$ cat src/rtl/mdio_burst_slave.sv
module mdio_burst_slave #(
  parameter int N_CH = 4,
  parameter int N_REG = 11,
  parameter int DW = 16,
  parameter int IDLE_ONES = 32,
  parameter logic [4:0] PHY_BASE = 5'd4,
  parameter logic [4:0] BURST_ADDR = 5'd31,
  parameter logic [N_REG*5-1:0] REG_LIST =
    {5'd20, 5'd18, 5'd17, 5'd16, 5'd6, 5'd5, 5'd4, 5'd3, 5'd2, 5'd1, 5'd0}
) (
  input  logic mdc,
  input  logic rst_n,
  input  logic burst_en,
  input  logic mdio_i,
  output logic mdio_o,
  output logic mdio_oe
);
  localparam int CHW = $clog2(N_CH);
  localparam int RIW = $clog2(N_REG);
  localparam int BW = $clog2(DW);
  localparam int OW = $clog2(IDLE_ONES + 1);

  typedef enum logic [2:0] {S_WAIT, S_IDLE, S_START, S_HDR, S_DATA} st_t;

  st_t st;
  logic [OW-1:0] ones;
  logic [3:0] hcnt;
  logic [11:0] hdr;
  logic [BW-1:0] bcnt;
  logic [DW-1:0] sh;
  logic act, rd, bst, hit;
  logic [CHW-1:0] ch;
  logic [RIW-1:0] ri;
  logic [DW-1:0] bank [N_CH][N_REG];

  logic [1:0] op;
  logic [4:0] phy, ra;
  logic match, op_rd, op_wr, lk_hit;
  logic [RIW-1:0] lk_idx;

  assign op = hdr[11:10];
  assign phy = hdr[9:5];
  assign ra = hdr[4:0];
  assign match = phy[4:CHW] == PHY_BASE[4:CHW];
  assign op_rd = op == 2'b10;
  assign op_wr = op == 2'b01;

  always_comb begin
    lk_hit = 1'b0;
    lk_idx = '0;
    for (int k = 0; k < N_REG; k++)
      if (REG_LIST[k*5 +: 5] == ra) begin
        lk_hit = 1'b1;
        lk_idx = RIW'(k);
      end
  end

  logic last_r, last_w, last_b;
  logic [RIW-1:0] nri;
  logic [CHW-1:0] nch;
  logic [DW-1:0] cur_word, nxt_word, wr_word;

  assign last_r = ri == RIW'(N_REG - 1);
  assign last_w = !bst || (last_r && ch == CHW'(N_CH - 1));
  assign last_b = bcnt == BW'(DW - 1);
  assign nri = last_r ? '0 : ri + 1'b1;
  assign nch = last_r ? ch + 1'b1 : ch;
  assign cur_word = hit ? bank[ch][ri] : '0;
  assign nxt_word = bank[nch][nri];
  assign wr_word = {sh[DW-2:0], mdio_i};

  always_ff @(posedge mdc or negedge rst_n) begin
    if (!rst_n) begin
      st <= S_WAIT;
      ones <= '0;
      hcnt <= '0;
      hdr <= '0;
      bcnt <= '0;
      sh <= '0;
      act <= 1'b0;
      rd <= 1'b0;
      bst <= 1'b0;
      hit <= 1'b0;
      ch <= '0;
      ri <= '0;
      mdio_o <= 1'b0;
      mdio_oe <= 1'b0;
      for (int c = 0; c < N_CH; c++)
        for (int r = 0; r < N_REG; r++)
          bank[c][r] <= '0;
    end else begin
      case (st)
        S_WAIT:
          if (!mdio_i) ones <= '0;
          else if (ones == OW'(IDLE_ONES - 1)) st <= S_IDLE;
          else ones <= ones + 1'b1;
        S_IDLE:
          if (!mdio_i) st <= S_START;
        S_START:
          if (mdio_i) begin
            st <= S_HDR;
            hcnt <= '0;
          end else begin
            st <= S_WAIT;
            ones <= '0;
          end
        S_HDR: begin
          hcnt <= hcnt + 1'b1;
          if (hcnt < 4'd12) hdr <= {hdr[10:0], mdio_i};
          if (hcnt == 4'd12) begin
            act <= match && (op_rd || op_wr);
            rd <= op_rd;
            bst <= burst_en && ra == BURST_ADDR && match && (op_rd || op_wr);
            if (burst_en && ra == BURST_ADDR) begin
              ch <= '0;
              ri <= '0;
              hit <= 1'b1;
            end else begin
              ch <= phy[CHW-1:0];
              ri <= lk_idx;
              hit <= lk_hit;
            end
            if (match && op_rd) begin
              mdio_oe <= 1'b1;
              mdio_o <= 1'b0;
            end
          end
          if (hcnt == 4'd13) begin
            st <= S_DATA;
            bcnt <= '0;
            if (act && rd) begin
              mdio_o <= cur_word[DW-1];
              sh <= {cur_word[DW-2:0], 1'b0};
            end
          end
        end
        S_DATA: begin
          bcnt <= last_b ? '0 : bcnt + 1'b1;
          if (rd) begin
            mdio_o <= sh[DW-1];
            sh <= {sh[DW-2:0], 1'b0};
          end else begin
            sh <= wr_word;
          end
          if (last_b) begin
            if (act && !rd && hit) bank[ch][ri] <= wr_word;
            if (last_w) begin
              st <= S_WAIT;
              ones <= '0;
              mdio_oe <= 1'b0;
            end else begin
              ri <= nri;
              ch <= nch;
              if (act && rd) begin
                mdio_o <= nxt_word[DW-1];
                sh <= {nxt_word[DW-2:0], 1'b0};
              end
            end
          end
        end
        default: st <= S_WAIT;
      endcase
    end
  end
endmodule


$ cat config.mk
export PLATFORM = sky130hd
export DESIGN_NAME = mdio_burst_slave
export DESIGN_NICKNAME = d
export VERILOG_FILES = /design/src/rtl/mdio_burst_slave.sv
export SDC_FILE = /design/constraint.sdc
export NUM_CORES = 2
export LEC_CHECK = 0
export ABC_AREA = 1
export CORE_ASPECT_RATIO = 2
export CORE_MARGIN = 5
export CORE_UTILIZATION = 48
export CTS_CLUSTER_DIAMETER = 60
export DETAILED_ROUTE_END_ITERATION = 8
export DONT_BUFFER_PORTS = 1
export HOLD_SLACK_MARGIN = 0.03
export SLEW_MARGIN = 20
export SYNTH_ARGS = -nofsm -noshare
export SYNTH_HDL_FRONTEND = slang
export SYNTH_SLANG_ARGS = --single-unit
$ cat constraint.sdc
create_clock -name mdc -period 3.3 [get_ports mdc]
set_clock_uncertainty 0.15 [all_clocks]
set_input_delay 0.66 -clock mdc [delete_from_list [all_inputs] [get_ports mdc]]
set_output_delay 0.66 -clock mdc [all_outputs]
set_load 0.02 [all_outputs]
==> results.sh <==
export IMPL_grt_max_degree=762
export IMPL_finalNonFillerCells=7161
export IMPL_start_util_pct=48.2
export IMPL_synth_top_area_cell="dfrtp_1"
export IMPL_power_density_mw_per_mm2=822
export IMPL_dp_hpwl_um=124000
export IMPL_drive_gt1_share_pct=7.33
export IMPL_fmax_mhz=310
export IMPL_clockBufferDepth=3
export IMPL_required_ps=3720
export IMPL_detail_route_iter0_violations=5020
export IMPL_crit_path_end_kind="register"
export IMPL_die_area_mm2=0.0961
export IMPL_violations="hold timing"
export IMPL_fin_nets=5935
export IMPL_crit_end="sh[9]"
export IMPL_hp_class="input port to async pin"
export IMPL_wl_per_cell_um=25.9
export IMPL_yosys_warnings=0
export IMPL_crit_path_start_kind="register"
export IMPL_r2r_end="sh[9]"
export IMPL_synth_top_area_share_pct=44.2
export IMPL_critical_path_class="register to register"
export IMPL_cts_tree="built"
export IMPL_setup_viol_count_final=0
export IMPL_crit_family="simple AND/OR/NAND/NOR gates"
export IMPL_cpPeakStageDelay_ps=500
export IMPL_crit_chain="nor2_8 > nand2_4 > inv_2 > nand2_2 > nand2_8 > buf_4 > buf_4 > nand3_1 > nand3_1 > nand3_1 > a21oi_1 > nand2_1 > nand2_1 > a21oi_1"
export IMPL_drc_errors=0
export IMPL_yosys_top_cells_area="dfrtp_1, nand2_1, o21ai_0"
export IMPL_io_buffers=0
export IMPL_synth_cell_types=46
export IMPL_status="complete, but fails checks"
export IMPL_ios=6
export IMPL_path_depth=14
export IMPL_die_h_um=433
export IMPL_synth_avg_cell_area_um2=7.07
export IMPL_fin_crit_sh_pct=97.8
export IMPL_power_frac_seq_pct=24.9
export IMPL_coreArea_mm2=0.0892
export IMPL_cpMaxStageDelayCell="dfrtp_1"
export IMPL_power_leakage_nw=21.6
export IMPL_antenna_left=0
export IMPL_clk_latency_ps=710
export IMPL_p_sw_mw=19.1
export IMPL_gr_total_overflow=0
export IMPL_clk_root_buffer_cell="clkbuf_16"
export IMPL_wirelength_um=186000
export IMPL_critical_path_peak_fanout=10
export IMPL_synthesis_area_mm2=0.0430
export IMPL_yosysSeqAreaShare_pct=44.2
export IMPL_synth_seq_cells=761
export IMPL_rows=155
export IMPL_reg2reg_from="ri[0]"
export IMPL_pwr_share_comb_pct=51.8
export IMPL_maxSlewHeadroom_pct=16.2
export IMPL_globalplace_congestion=1.01
export IMPL_p_int_mw=20.0
export IMPL_grt_pass1_wl_um=271000
export IMPL_crit_top_cell="nand3_1"
export IMPL_grt_pass1_vias=40900
export IMPL_cp_startpoint="ri[0]"
export IMPL_post_place_cells=7009
export IMPL_drv_cap=0
export IMPL_finalSetupTns_ps=0
export IMPL_numCtsBuffers=76
export IMPL_dieWidth_um=222
export IMPL_route_vias_total=42900
export IMPL_final_max_slew_viol_count=0
export IMPL_antenna_found_initial=3
export IMPL_ir_worst_vdd_v=0.000661
export IMPL_clk_pin_slew_ps=70
export IMPL_dr_pass1_iters=8
export IMPL_cp_num_buf_inv=3
export IMPL_rsz0062_at_grt="no"
export IMPL_area_growth_pct=10.8
export IMPL_worst_slew_pin_slew_ps=1250
export IMPL_track_usage_pct=37.7
export IMPL_critPathArrivalTime_ps=3650
export IMPL_htree_levels=3
export IMPL_whs_ps=-496
export IMPL_synth_ff_type="dfrtp_1"
export IMPL_rrSetupSlack_ps=70
export IMPL_period_minus_slack_ps=3230
export IMPL_synth_fp_nets=6104
export IMPL_final_core_util_pct=53.4
export IMPL_clock_sinks=761
export IMPL_async_flop_share_pct=100
export IMPL_hold_viol_final=150
export IMPL_clkPwrFrac_pct=23.2
export IMPL_synth_edff_count=0
export IMPL_reg2reg_depth=14
export IMPL_synthCells=6090
export IMPL_p_sw_share_pct=48.9
export IMPL_via_per_inst=5.99
==> what timing repair did <==
action                                 CTS  global route
setup endpoints to repair                0             6
resized for setup                        0             9
endpoints found under the hold margin  761           150
setup buffers                            0             5
==> worst register-to-register path, cell delays in order (launching register included) <==
cell and delay (ps):
dfrtp_1 500, nor2_8 280, nand2_4 170, inv_2 150, nand2_2 170, nand2_8 220, buf_4 250, buf_4 230
nand3_1 100, nand3_1 130, nand3_1 160, a21oi_1 350, nand2_1 90, nand2_1 60, a21oi_1 70
==> through the flow <==
| stage | setup WS (ps) | hold WS, ps | cell area [µm²] | power, mW |
|---|---|---|---|---|
| after CTS | 43.6 | -467 | 47400 | 38.2 |
| after global placement | 93.4 | 272 | 44900 | 29.1 |
| after global routing | 20.6 | -516 | 47700 | 40.4 |
| final | 73.0 | -496 | 47700 | 39.2 |
| after detailed placement | 60.1 | 273 | 44900 | 29.1 |
| after floorplan | 308 | 214 | 43000 | 20.5 |
==> power by group through the flow <==
stage               clock (mW)  sequential (mW)  combinational [mW]
global route              9.57             9.79                21.1
CTS                       9.23             9.76                19.2
detailed placement           0             9.93                19.2
global placement             0             9.93                19.2
finish                    9.10             9.77                20.3
floorplan                    0             9.83                10.6
==> kinds of logic after synthesis <==
group,Yosys count,synth area share [%]
simple gates,2522,24.9
compound gates,1676,20.1
buf+inv,1118,10.4
flops,761,44.2
fa+ha+maj,10,0.291
xor+xnor,3,0.0611
==> cell usage in the layout, fill, tap and decap left out, types with 9 or more instances in the layout <==
master,instances
nand2_1,1553
o21ai_0,1109
dfrtp_1,759
nand3_1,684
inv_1,587
a21oi_1,403
buf_4,203
nor2_1,157
clkbuf_16,79
o211ai_1,67
nand3b_1,54
o21ai_1,49
buf_12,49
nand4_1,21
clkbuf_1,18
o22ai_1,16
clkbuf_8,15
inv_2,13
or2_2,13
nor3_1,12
clkinv_2,10
ha_1,10
clkinv_1,9
==> sequential cells by signal, summed over array words and instances, names as in the netlist <==
register and cells:
bcnt 4, ch 2, ri 4, rd 1, act 1, hcnt 4
bst 1, ones 6, sh 16, bank 704, hdr 12, hit 1
mdio_oe 1, st 3, mdio_o 1
==> Yosys cell counts, types with 16 or more instances <==
cell and count:
clkbuf_1 354, o21ai_1 49, nand3_1 688, o21ai_0 1109, inv_1 601, a21oi_1 404, nand2_1 1556, dfrtp_1 761
buf_2 111, buf_1 21, o22ai_1 16, nand3b_1 54, nor2_1 161, nand4_1 21, o211ai_1 67
==> worst min path at each step <==
stage                     end  slack, ps  cells past startpoint
global route        bank[439]       -520                      0
CTS                 bank[434]       -470                      0
global placement    bank[434]        270                      0
finish              bank[434]       -500                      0
floorplan                 act        210                      0
detailed placement  bank[434]        270                      0
==> cell type report <==
class / count / area [µm²]
clock buffers: 112 / 2250
clock inverters: 23 / 269
flip-flops and latches: 761 / 19100
repair buffers: 258 / 2650
inverters: 612 / 2310
well taps: 1177 / 1470
multi-input cells: 4212 / 19700
diodes: 6 / 15.0
fillers: 8987 / 41500
==> metal layers <==
metal / up-vias / part of all wire, % / track usage (%)
li1: 19600 / - / -
met1: 20400 / 34 / 42.1
met2: 2132 / 46 / 61.8
met3: 752 / 7.5 / 5.93
met4: 0 / 12 / 34.3
met5: - / 0 / 0
No activity file was read; power rests on OpenSTA's default activity.
